--- config.mk ---
export PLATFORM = sky130hd
export DESIGN_NAME = tiered_wlock
export DESIGN_NICKNAME = d
export VERILOG_FILES = /design/src/rtl/wlk_pkg.sv /design/src/rtl/wlk_lock_reg.sv /design/src/rtl/wlk_decode.sv /design/src/rtl/wlk_gate.sv /design/src/rtl/tiered_wlock.sv
export SDC_FILE = /design/constraint.sdc
export NUM_CORES = 1
export LEC_CHECK = 0
export ABC_AREA = 1
export CAP_MARGIN = 30
export CORE_UTILIZATION = 20
export CTS_CLUSTER_SIZE = 16
export DETAILED_ROUTE_END_ITERATION = 16
export GPL_TIMING_DRIVEN = 0
export PLACE_DENSITY = 0.87
export SYNTH_ARGS = -nofsm -noshare
export SYNTH_HDL_FRONTEND = slang
export SYNTH_SLANG_ARGS = --single-unit
--- constraint.sdc ---
create_clock -name clk -period 2.4 [get_ports clk]
set_clock_uncertainty 0.2 [all_clocks]
set_input_delay 0.48 -clock clk [delete_from_list [all_inputs] [get_ports clk]]
set_output_delay 0.48 -clock clk [all_outputs]
set_load 0.005 [all_outputs]
--- src/rtl/wlk_pkg.sv ---
// Package for the tiered write-lock controller.
// Holds the tier encoding and the bit positions inside the protection register.
// Assumes: DW >= 16. The tier field sits in byte lane 1.
package wlk_pkg;

    typedef enum logic [1:0] {
        LVL_OPEN  = 2'b00,
        LVL_BASIC = 2'b01,
        LVL_MID   = 2'b10,
        LVL_FULL  = 2'b11
    } lock_lvl_e;

    localparam int DT_LSB    = 0;
    localparam int DT_W      = 8;
    localparam int LOCK_LSB  = 8;
    localparam int OFF_LSB   = 10;   // idle-state select, then run-state select
    localparam int BRK_LSB   = 12;   // enable, polarity, bidirectional, auto-output-enable
    localparam int BRK_W     = 4;
    localparam int DT_LANE   = DT_LSB / 8;
    localparam int LOCK_LANE = LOCK_LSB / 8;
    localparam int OFF_LANE  = OFF_LSB / 8;
    localparam int BRK_LANE  = BRK_LSB / 8;

endpackage

--- src/rtl/wlk_lock_reg.sv ---
// One-shot tier register.
// Loads the tier on the first access to the protection register after reset.
// The tier is taken from the data when the lane holding it is enabled, else 00.
// Assumes: prot_hit is a single-cycle qualified write indication.
module wlk_lock_reg
    import wlk_pkg::*;
(
    input  logic      clk,
    input  logic      rst_n,
    input  logic      prot_hit,
    input  logic      lane_en,
    input  logic [1:0] lvl_wdata,
    output lock_lvl_e level,
    output logic      used
);

    // Capture the tier once and then hold it until reset.
    always_ff @(posedge clk) begin
        if (!rst_n) begin
            level <= LVL_OPEN;
            used  <= 1'b0;
        end else if (prot_hit && !used) begin
            used  <= 1'b1;
            level <= lane_en ? lock_lvl_e'(lvl_wdata) : LVL_OPEN;
        end
    end

endmodule

--- src/rtl/wlk_decode.sv ---
// Address and byte-lane decode.
// Turns one bus write into raw per-field enables, before any tier gating.
// Assumes: DW >= 16, 4*NCH <= DW, and the four addresses are distinct.
module wlk_decode
    import wlk_pkg::*;
#(
    parameter int NCH    = 4,
    parameter int DW     = 32,
    parameter int AW     = 4,
    parameter int A_PROT = 0,
    parameter int A_IDLE = 1,
    parameter int A_POL  = 2,
    parameter int A_MODE = 3,
    localparam int NBE   = DW / 8
) (
    input  logic             wr_en,
    input  logic [AW-1:0]    wr_addr,
    input  logic [NBE-1:0]   wr_be,
    output logic             hit_prot,
    output logic             raw_dt,
    output logic [BRK_W-1:0] raw_brk,
    output logic [1:0]       raw_off,
    output logic [2*NCH-1:0] raw_idle,
    output logic [2*NCH-1:0] raw_pol,
    output logic [NCH-1:0]   raw_mode,
    output logic [NCH-1:0]   raw_pre
);

    logic hit_idle, hit_pol, hit_mode;

    // Qualify the address with the write strobe for each register.
    always_comb begin
        hit_prot = wr_en && (wr_addr == AW'(A_PROT));
        hit_idle = wr_en && (wr_addr == AW'(A_IDLE));
        hit_pol  = wr_en && (wr_addr == AW'(A_POL));
        hit_mode = wr_en && (wr_addr == AW'(A_MODE));
    end

    // Fields inside the protection register.
    always_comb begin
        raw_dt  = hit_prot && wr_be[DT_LANE];
        raw_brk = {BRK_W{hit_prot && wr_be[BRK_LANE]}};
        raw_off = {2{hit_prot && wr_be[OFF_LANE]}};
    end

    // Two bits per channel: main and complementary.
    for (genvar i = 0; i < 2*NCH; i++) begin : g_pair
        assign raw_idle[i] = hit_idle && wr_be[i/8];
        assign raw_pol[i]  = hit_pol  && wr_be[i/8];
    end

    // One nibble per channel: mode in the low three bits, preload on top.
    for (genvar c = 0; c < NCH; c++) begin : g_mode
        assign raw_mode[c] = hit_mode && wr_be[(4*c)/8];
        assign raw_pre[c]  = hit_mode && wr_be[(4*c+3)/8];
    end

endmodule

--- src/rtl/wlk_gate.sv ---
// Tier policy.
// Clears raw field enables according to the current tier and the per-channel
// output configuration.
// Assumes: level is the registered tier, i.e. the tier in force before this write.
module wlk_gate
    import wlk_pkg::*;
#(
    parameter int NCH = 4
) (
    input  lock_lvl_e        level,
    input  logic [NCH-1:0]   ch_is_out,
    input  logic             raw_dt,
    input  logic [BRK_W-1:0] raw_brk,
    input  logic [1:0]       raw_off,
    input  logic [2*NCH-1:0] raw_idle,
    input  logic [2*NCH-1:0] raw_pol,
    input  logic [NCH-1:0]   raw_mode,
    input  logic [NCH-1:0]   raw_pre,
    output logic             we_dt,
    output logic [BRK_W-1:0] we_brk,
    output logic [1:0]       we_off,
    output logic [2*NCH-1:0] we_idle,
    output logic [2*NCH-1:0] we_pol,
    output logic [NCH-1:0]   we_mode,
    output logic [NCH-1:0]   we_pre
);

    logic tier1, tier2, tier3;

    // Nested tier flags.
    always_comb begin
        tier1 = (level != LVL_OPEN);
        tier2 = (level == LVL_MID) || (level == LVL_FULL);
        tier3 = (level == LVL_FULL);
    end

    // Fields frozen regardless of channel direction.
    always_comb begin
        we_dt   = raw_dt && !tier1;
        we_brk  = raw_brk  & {BRK_W{!tier1}};
        we_idle = raw_idle & {(2*NCH){!tier1}};
        we_off  = raw_off  & {2{!tier2}};
    end

    // Fields frozen only for channels configured as outputs.
    for (genvar c = 0; c < NCH; c++) begin : g_ch
        assign we_pol[2*c]   = raw_pol[2*c]   && !(tier2 && ch_is_out[c]);
        assign we_pol[2*c+1] = raw_pol[2*c+1] && !(tier2 && ch_is_out[c]);
        assign we_mode[c]    = raw_mode[c]    && !(tier3 && ch_is_out[c]);
        assign we_pre[c]     = raw_pre[c]     && !(tier3 && ch_is_out[c]);
    end

endmodule

--- src/rtl/tiered_wlock.sv ---
// Tiered register write-lock controller, top level.
// Decodes bus writes into per-field enables and masks them by the one-shot tier.
// Assumes: write enables are consumed by the registers in the same cycle.
module tiered_wlock
    import wlk_pkg::*;
#(
    parameter int NCH    = 4,
    parameter int DW     = 32,
    parameter int AW     = 4,
    parameter int A_PROT = 0,
    parameter int A_IDLE = 1,
    parameter int A_POL  = 2,
    parameter int A_MODE = 3,
    localparam int NBE   = DW / 8
) (
    input  logic             clk,
    input  logic             rst_n,
    input  logic             i_wr_en,
    input  logic [AW-1:0]    i_wr_addr,
    input  logic [DW-1:0]    i_wr_data,
    input  logic [NBE-1:0]   i_wr_be,
    input  logic [NCH-1:0]   i_ch_is_out,
    output logic [1:0]       o_lock_level,
    output logic             o_we_dtime,
    output logic [3:0]       o_we_brk,
    output logic [1:0]       o_we_offsel,
    output logic [2*NCH-1:0] o_we_idle,
    output logic [2*NCH-1:0] o_we_pol,
    output logic [NCH-1:0]   o_we_ocmode,
    output logic [NCH-1:0]   o_we_preload
);

    lock_lvl_e        level;
    logic             lock_used;
    logic             hit_prot;
    logic             raw_dt;
    logic [BRK_W-1:0] raw_brk;
    logic [1:0]       raw_off;
    logic [2*NCH-1:0] raw_idle, raw_pol;
    logic [NCH-1:0]   raw_mode, raw_pre;
    logic             unused_data;

    // Only the tier bits of the data bus matter to this block.
    assign unused_data = ^{i_wr_data[DW-1:LOCK_LSB+2], i_wr_data[LOCK_LSB-1:0]};

    wlk_decode #(
        .NCH(NCH), .DW(DW), .AW(AW),
        .A_PROT(A_PROT), .A_IDLE(A_IDLE), .A_POL(A_POL), .A_MODE(A_MODE)
    ) u_dec (
        .wr_en    (i_wr_en),
        .wr_addr  (i_wr_addr),
        .wr_be    (i_wr_be),
        .hit_prot (hit_prot),
        .raw_dt   (raw_dt),
        .raw_brk  (raw_brk),
        .raw_off  (raw_off),
        .raw_idle (raw_idle),
        .raw_pol  (raw_pol),
        .raw_mode (raw_mode),
        .raw_pre  (raw_pre)
    );

    wlk_lock_reg u_lock (
        .clk       (clk),
        .rst_n     (rst_n),
        .prot_hit  (hit_prot),
        .lane_en   (i_wr_be[LOCK_LANE]),
        .lvl_wdata (i_wr_data[LOCK_LSB+1:LOCK_LSB]),
        .level     (level),
        .used      (lock_used)
    );

    wlk_gate #(.NCH(NCH)) u_gate (
        .level     (level),
        .ch_is_out (i_ch_is_out),
        .raw_dt    (raw_dt),
        .raw_brk   (raw_brk),
        .raw_off   (raw_off),
        .raw_idle  (raw_idle),
        .raw_pol   (raw_pol),
        .raw_mode  (raw_mode),
        .raw_pre   (raw_pre),
        .we_dt     (o_we_dtime),
        .we_brk    (o_we_brk),
        .we_off    (o_we_offsel),
        .we_idle   (o_we_idle),
        .we_pol    (o_we_pol),
        .we_mode   (o_we_ocmode),
        .we_pre    (o_we_preload)
    );

    // Expose the tier as a plain vector.
    assign o_lock_level = level;

endmodule

# Word level (Yosys, flattened, before mapping)

Index checks and enable logic that the tools add are counted.

Flip-flop bits (word level): 3
Input bits: 47
Output and inout port bits: 33
Word-level logic and storage cells: 53

Equality and inequality tests: 5
Muxes and demuxes: 1
Bitwise logic cells: 3
Reduce and logical (&&, ||, !) cells: 42

Operators by type and width:

| cell                                                            | count |
|---|---|
| 1-bit logical AND                                               | 28 |
| 1-bit zero test                                                 | 11 |
| 8-bit bitwise AND                                               | 1 |
| 4-bit by 2-bit == test with 1-bit output, second input constant | 2 |
| 4-bit bitwise AND                                               | 1 |
| 2-bit == test, second input constant                            | 2 |
| 4-bit by 1-bit == test with 1-bit output, second input constant | 1 |
| 4-bit zero test                                                 | 1 |
| 2-bit bitwise AND                                               | 1 |
| 2-bit 2-to-1 mux                                                | 1 |
| 2-bit nonzero test                                              | 1 |
| 1-bit logical OR                                                | 1 |

# Longest topological paths before layout

Gate-level depths: netlist (run 1).

Depth after elaboration: 5
Mapped depth: 6
Gate-level depth less buffers: 5

# Cells and area by module

Synthesis (run 1) repeated with hierarchy kept, for this count alone.

Cell total of the unflattened synthesis: 128
Area, all modules: 689.4 um^2

Modules (own cells, without submodules):

| module       | times used | cells an instance | area an instance (um^2) | sequential area each (um^2) |
|---|---|---|---|---|
| wlk_gate     | 1          | 63                | 285.3                   | 0.0 |
| wlk_decode   | 1          | 45                | 274.0                   | 0.0 |
| wlk_lock_reg | 1          | 20                | 130.1                   | 60.1 |

# Worst setup path before layout (run 1)

Ideal clock, no wire load.

Path type: input port to output port
Start point: input port i_wr_addr[3]
End point: output port o_we_idle[1]
Arrival time: 1425 ps
Required time: 1720 ps
Path slack: 295 ps
Stages: 4
Path buffers: 1
Cells stage by stage: nor2_2 > nand3_1 > nor3_1 > buf_4

Word-level cells in the longest chain between the ends: 4

RTL lines:

| item                                     | line               | RTL |
|---|---|---|
| start: declaration                       | tiered_wlock.sv:19 | `input logic [AW-1:0] i_wr_addr,` |
| 4-bit by 1-bit == test with 1-bit output | wlk_decode.sv:34   | `hit_idle = wr_en && (wr_addr == AW'(A_IDLE));` |
| 1-bit logical AND                        | wlk_decode.sv:34   |  |
| 1-bit logical AND                        | wlk_decode.sv:48   | `assign raw_idle[i] = hit_idle && wr_be[i/8];` |
| 8-bit bitwise AND                        | wlk_gate.sv:41     | `we_idle = raw_idle & {(2*NCH){!tier1}};` |
| end: declaration                         | tiered_wlock.sv:27 | `output logic [2*NCH-1:0] o_we_idle,` |

No other way between the ends.

# Worst setup path after layout (run 1)

Start point: input port i_wr_addr[0]
End point: output port o_we_brk[1]

Word-level cells in the longest chain between the ends: 4

RTL lines:

| item              | line               | RTL |
|---|---|---|
| 4-bit zero test   | wlk_decode.sv:33   | `hit_prot = wr_en && (wr_addr == AW'(A_PROT));` |
| 1-bit logical AND | wlk_decode.sv:33   |  |
| 1-bit logical AND | wlk_decode.sv:42   | `raw_brk = {BRK_W{hit_prot && wr_be[BRK_LANE]}};` |
| 4-bit bitwise AND | wlk_gate.sv:40     | `we_brk = raw_brk & {BRK_W{!tier1}};` |
| end: declaration  | tiered_wlock.sv:25 | `output logic [3:0] o_we_brk,` |

No other way between the ends.

==> results of run 1 <==
layout make-up:
| type | count | share of cell area, % |
|---|---|---|
| Clock buffer | 4 | 2.22 |
| Timing Repair Buffer | 65 | 48.5 |
| Multi-Input combinational cell | 38 | 24.9 |
| Inverter | 11 | 3.48 |
| Sequential cell | 3 | 5.06 |
| Buffer | 20 | 13.0 |
| Tap cell | 27 | 2.85 |
cells by family after synthesis:
logic type / after synthesis
buffers and inverters: 31
and+or+nand+nor: 29
AOI/OAI and AO/OA: 9
DFF: 3
cells in the final DEF, fill, tap and decap left out, drive strengths merged:
cell / n
a21boi: 1
dfxtp: 3
buf: 45
inv: 11
a21oi: 8
nor3: 3
nand2: 11
dlygate4sd2: 23
clkdlybuf4s15: 4
clkdlybuf4s50: 9
nand4: 3
nand3: 2
clkbuf: 4
nor2: 10
dlymetal6s2s: 4
report_power, final:
| part | switching (mW) | internal [mW] |
|---|---|---|
| combinational | 0.0364 | 0.0433 |
| sequential | 0.000995 | 0.0512 |
| clock | 0.0320 | 0.0627 |
| total | 0.0694 | 0.157 |
worst paths after layout:
kind                                 startpoint              end  slack, ns  depth (start not counted)
worst max-delay path               i_wr_addr[0]      o_we_brk[1]       0.04                          7
worst min-delay path                u_lock.used      u_lock.used       0.30                          2
worst max register to register  u_lock.level[1]  u_lock.level[1]       1.31                          6
worst min register to register      u_lock.used      u_lock.used       0.30                          2
state kept, by name (all words and copies together) (netlist names):
register,count
u_lock.level,2
u_lock.used,1
critical path: cells and delay by family:
kind,cells,cell delay [ns]
and+or+nand+nor,3,0.50
buffers and inverters,4,0.71
what timing repair did:
action	4_1_cts	5_1_grt
setup buffers	12	6
setup endpoints to repair	31	17
pin swaps	8	4
hold endpoints to repair	0	0
resized for setup	72	11
metrics by stage:
step | util, % | setup slack [ns] | total power, mW
6_report | 58.7 | 0.0350 | 0.227
5_1_grt | 58.7 | -0.0280 | 0.234
4_1_cts | 55.7 | -0.162 | 0.221
3_5_place_dp | 46.8 | -0.769 | 0.115
3_3_place_gp | 46.8 | -0.676 | 0.113
2_1_floorplan | - | 0.295 | 0.0723
metal layers:
| layer | global-route usage (%) | up-vias |
|---|---|---|
| met4 | 4.41 | 0 |
| met3 | 2.80 | 4 |
| met5 | 0 | - |
| met1 | 15.6 | 308 |
| li1 | - | 342 |
| met2 | 31.7 | 35 |
==> flow_summary.yaml, run 1 <==
placed_design:
  place_hpwl_mm: 1.22
  placed_cell_area_um2: 946
  gp_congestion: 0.757
  place_inst: 146
  io_buffers: 47
synthesis:
  synth-compound-area-share_pct: 10.8
  synth_fp_nets: 119
  synth.most_common_cell: "buf_4"
  ys_ff_latch: 3
  yosysTopAreaCellShare_pct: 32.3
  ys_warn_count: 0
  synthMuxAreaShare_pct: 0
  synthTopCellsByCount: "buf_4 (19), inv_1 (11), nand2_1 (11)"
  synth_edf_count: 0
  synthesis.area_um2: 442
  synth_fa_ha_area_share_pct: 0
  syn_inst: 72
  yosys-top-cells-area: "buf_4 (32%), dfxtp_1 (14%), inv_1 (9.3%)"
  synth_top_family_by_area: "buffers and inverters"
  ys_types: 13
  synth-xor-area-share_pct: 0
  synth-simple-area-share_pct: 31.4
  ys.flop_type: "dfxtp_1"
  syn_avg_cell_area_um2: 6.13
  yosysTopAreaCell: "buf_4"
  yosysSeqAreaShare_pct: 13.6
  synthArstFlopShare_pct: 0
sta:
  hold_ws_ns: 0.298
  tightest_slew_ns: 0.222
  hold_viol: 0
  maxSlewViolCount: 0
  finalSetupTns_ns: 0
  finalCritPeriodShare_pct: 98.5
  slew_headroom_pct: 85.2
  timing.fmax_mhz: 423
  period_needed_ns: 2.36
  setup-violations-final: 0
worst_setup_path:
  critPathLaunchType: "input port"
  crit_type: "input port to output port"
  endpoint_kind: "output port"
  crit_slowest_cell: "clkdlybuf4s15_2"
  arrival_ns: 1.68
  worst-path-max-fanout: 5
  cpMostUsedCell: "buf_4"
  cp.required_ns: 1.72
  path_cells: "clkdlybuf4s15_2 > nor2_4 > nand3_4 > nor3_4 > buf_4 > buf_4 > dlygate4sd2_1"
  slowest_delay_ns: 0.24
die:
  pin_count: 80
  fp.dieH_um: 49.0
  placementRows: 16
  initial_core_util_pct: 21.8
  die_w_um: 49.0
  fp.coreArea_um2: 2020
  die-area_um2: 2400
detailed_routing:
  wl_met2_mm: 1.16
  met1_length_um: 649
  ant_nets: 0
  viasPerCell: 4.10
  drt-initial-drc-count: 9
  vias: 689
  routed_wl_mm: 1.94
  drc: 0
  drtPass1Iterations: 4
  wl_per_cell_um: 11.5
  routed.top_layer: "met4"
  met3_length_um: 107
cts:
  clkLatencyLatePin_ns: 0.24
  hold_buffers: 0
  cts.sinks: 3
  tritoncts.num_buffers: 3
  clock_path_buffers: 2
  tritoncts: "done"
  cts.clk_slew.worst_paths_ns: 0.04
  cts_root_buf: "clkbuf_4"
  h-tree-depth: 1
cells_and_area:
  multi_input_area_um2: 295
  drive_above_1_share_pct: 52.5
  diodes: 0
  layout.cells.non_filler: 168
  regArea_um2: 60.1
  nets: 189
  fin_area_um2: 1190
  n_fill_cell: 190
  area_growth_pct: 169
power_and_ir_drop:
  leakagePower_nw: 0.749
  powerDensity_nw_per_um2: 191
  irDropWorstVdd_mv: 0.179
grt:
  overflow: 0
  grt_max_degree: 9
  antenna_found_initial: 0
  grt_pass1_vias: 643
  grt_pass1_wl_mm: 2.90
  grt_use_total_pct: 15.5
job:
  drv_cap: 0
run_status:
  outcome: "finished clean"
min_path:
  hp-class: "register to register"
No activity file was read; power rests on OpenSTA's default activity.
==> inputs of run 2 (changes only) <==
CORE_MARGIN = 2   (was unset)
==> flow_summary.yaml, run 2 (same netlist as run 1, synthesis figures left out) <==
worst_setup_path:
  arrival_ns: 1.67
  cp.required_ns: 1.72
  crit_path_start: "i_wr_addr[2]"
  r2r_end: "u_lock.level[0]"
  crit_path_end: "o_we_preload[1]"
  reg2reg_setup_slack_ns: 1.40
  endpoint_kind: "output port"
  worst-path-max-fanout: 2
  r2r-start: "u_lock.used"
  reg2regPathDepth: 5
  crit_type: "input port to output port"
  critPathLaunchType: "input port"
cts:
  tritoncts.num_buffers: 3
  cts.clk_slew.worst_paths_ns: 0.04
  cts.sinks: 3
  clock_path_buffers: 2
  clkLatencyLatePin_ns: 0.23
  cts_root_buf: "clkbuf_4"
  h-tree-depth: 1
  tritoncts: "done"
sta:
  finalCritPeriodShare_pct: 98.0
  hold_ws_ns: 0.297
  timing.fmax_mhz: 425
  slew_headroom_pct: 85.8
  maxSlewViolCount: 0
  setup-violations-final: 0
  rsz0062_at_grt: "yes"
  finalSetupTns_ns: 0
  hold_viol: 0
  setup_slack_ns: 0.0478
  period_needed_ns: 2.35
  tightest_slew_ns: 0.212
power_and_ir_drop:
  powerDensity_nw_per_um2: 191
  seq_power_share_pct: 23.7
  switching_share_pct: 28.7
  irDropWorstVdd_mv: 0.220
  intPower_mw: 0.157
  leakagePower_nw: 0.698
  power_mw: 0.220
  combPwrFrac_pct: 36.7
  clockPowerShare_pct: 39.6
  power.switching_mw: 0.0631
grt:
  grt_max_degree: 9
  grt_pass1_wl_mm: 3.04
  overflow: 0
  antenna_found_initial: 0
  grt_use_total_pct: 15.3
  grt_pass1_vias: 690
die:
  fp.coreArea_um2: 2150
  pin_count: 80
  placementRows: 17
  die-area_um2: 2600
  initial_core_util_pct: 20.6
  die_w_um: 51.0
  fp.dieH_um: 51.0
run_status:
  outcome: "finished clean"
placed_design:
  place_inst: 147
  gp_congestion: 0.677
  io_buffers: 47
  pre_cts_slack_ns: -0.852
  place_hpwl_mm: 1.28
min_path:
  hp-class: "register to register"
detailed_routing:
  vias: 655
  viasPerCell: 3.99
  routed_wl_mm: 1.81
  drc: 0
  ant_nets: 0
  drt-initial-drc-count: 3
  drtPass1Iterations: 4
  wl_per_cell_um: 11.0
cells_and_area:
  largest_reg_flops: 2
  nets: 184
  largestRegisters: "u_lock.level: 2 flops, u_lock.used: 1 flops"
  final_cell_mix: "buf_4 (41), dlygate4sd2_1 (17), inv_1 (9), clkdlybuf4s50_1 (9)"
  diodes: 0
  top_register: "u_lock.level"
  area_growth_pct: 161
  layout_commonest_cell: "buf_4"
  layout.cells.non_filler: 164
  drive_above_1_share_pct: 57.4
job:
  drv_cap: 0
## run 2: power groups by stage
| stage | combinational, mW | sequential (mW) | clock [mW] |
|---|---|---|---|
| 6_report | 0.0807 | 0.0521 | 0.0873 |
| 5_1_grt | 0.0872 | 0.0522 | 0.0977 |
| 4_1_cts | 0.0775 | 0.0521 | 0.0911 |
| 3_5_place_dp | 0.0620 | 0.0529 | 0 |
| 3_3_place_gp | 0.0603 | 0.0527 | 0 |
| 2_1_floorplan | 0.0196 | 0.0528 | 0 |
## run 2: metal layers
layer	vias to the layer above	track usage (%)	routed length [um]
li1	335	-	-
met1	300	16.0	616
met2	20	29.9	1080
met3	0	2.34	105
met4	0	5.86	0
met5	-	0	0
## run 2: area by class of cell
cell class | instances | area (um^2)
clock buffers | 4 | 26.3
plain buffers | 20 | 154
flip-flops and latches | 3 | 60.1
repair buffers | 60 | 529
multi-input cells | 38 | 305
well taps | 28 | 35.0
fillers | 199 | 997
inverters | 11 | 41.3
## run 2: what timing repair did
item                                    CTS  global route
setup buffers                            13             1
hold buffers                              0             0
pin swaps                                 8             2
endpoints found under the setup margin   31            14
gates resized for setup                  77            10
## run 2: worst min-delay path by stage
| stage | slack, ns | startpoint | endpoint | depth (start not counted) |
|---|---|---|---|---|
| after floorplan | 0.25 | u_lock.used | u_lock.used | 2 |
| after global placement | 0.26 | u_lock.used | u_lock.used | 2 |
| after detailed placement | 0.30 | u_lock.used | u_lock.used | 2 |
| after CTS | 0.30 | u_lock.used | u_lock.used | 2 |
| after global routing | 0.33 | u_lock.used | u_lock.used | 2 |
| final | 0.30 | u_lock.used | u_lock.used | 2 |
## run 2: worst max-delay path: stages
cell and delay, ns:
clkdlybuf4s15_2 0.21, inv_1 0.07, nand2_2 0.06, nor2_4 0.11, nand4_1 0.16, a21oi_2 0.17
buf_4 0.12, buf_4 0.08, dlygate4sd2_1 0.22
## run 2: per-stage QoR
| step | util [%] | cell area, um^2 |
|---|---|---|
| floorplan | - | 442 |
| global placement | 44.1 | 947 |
| detailed placement | 44.1 | 947 |
| CTS | 52.8 | 1130 |
| global route | 53.6 | 1150 |
| finish | 53.6 | 1150 |
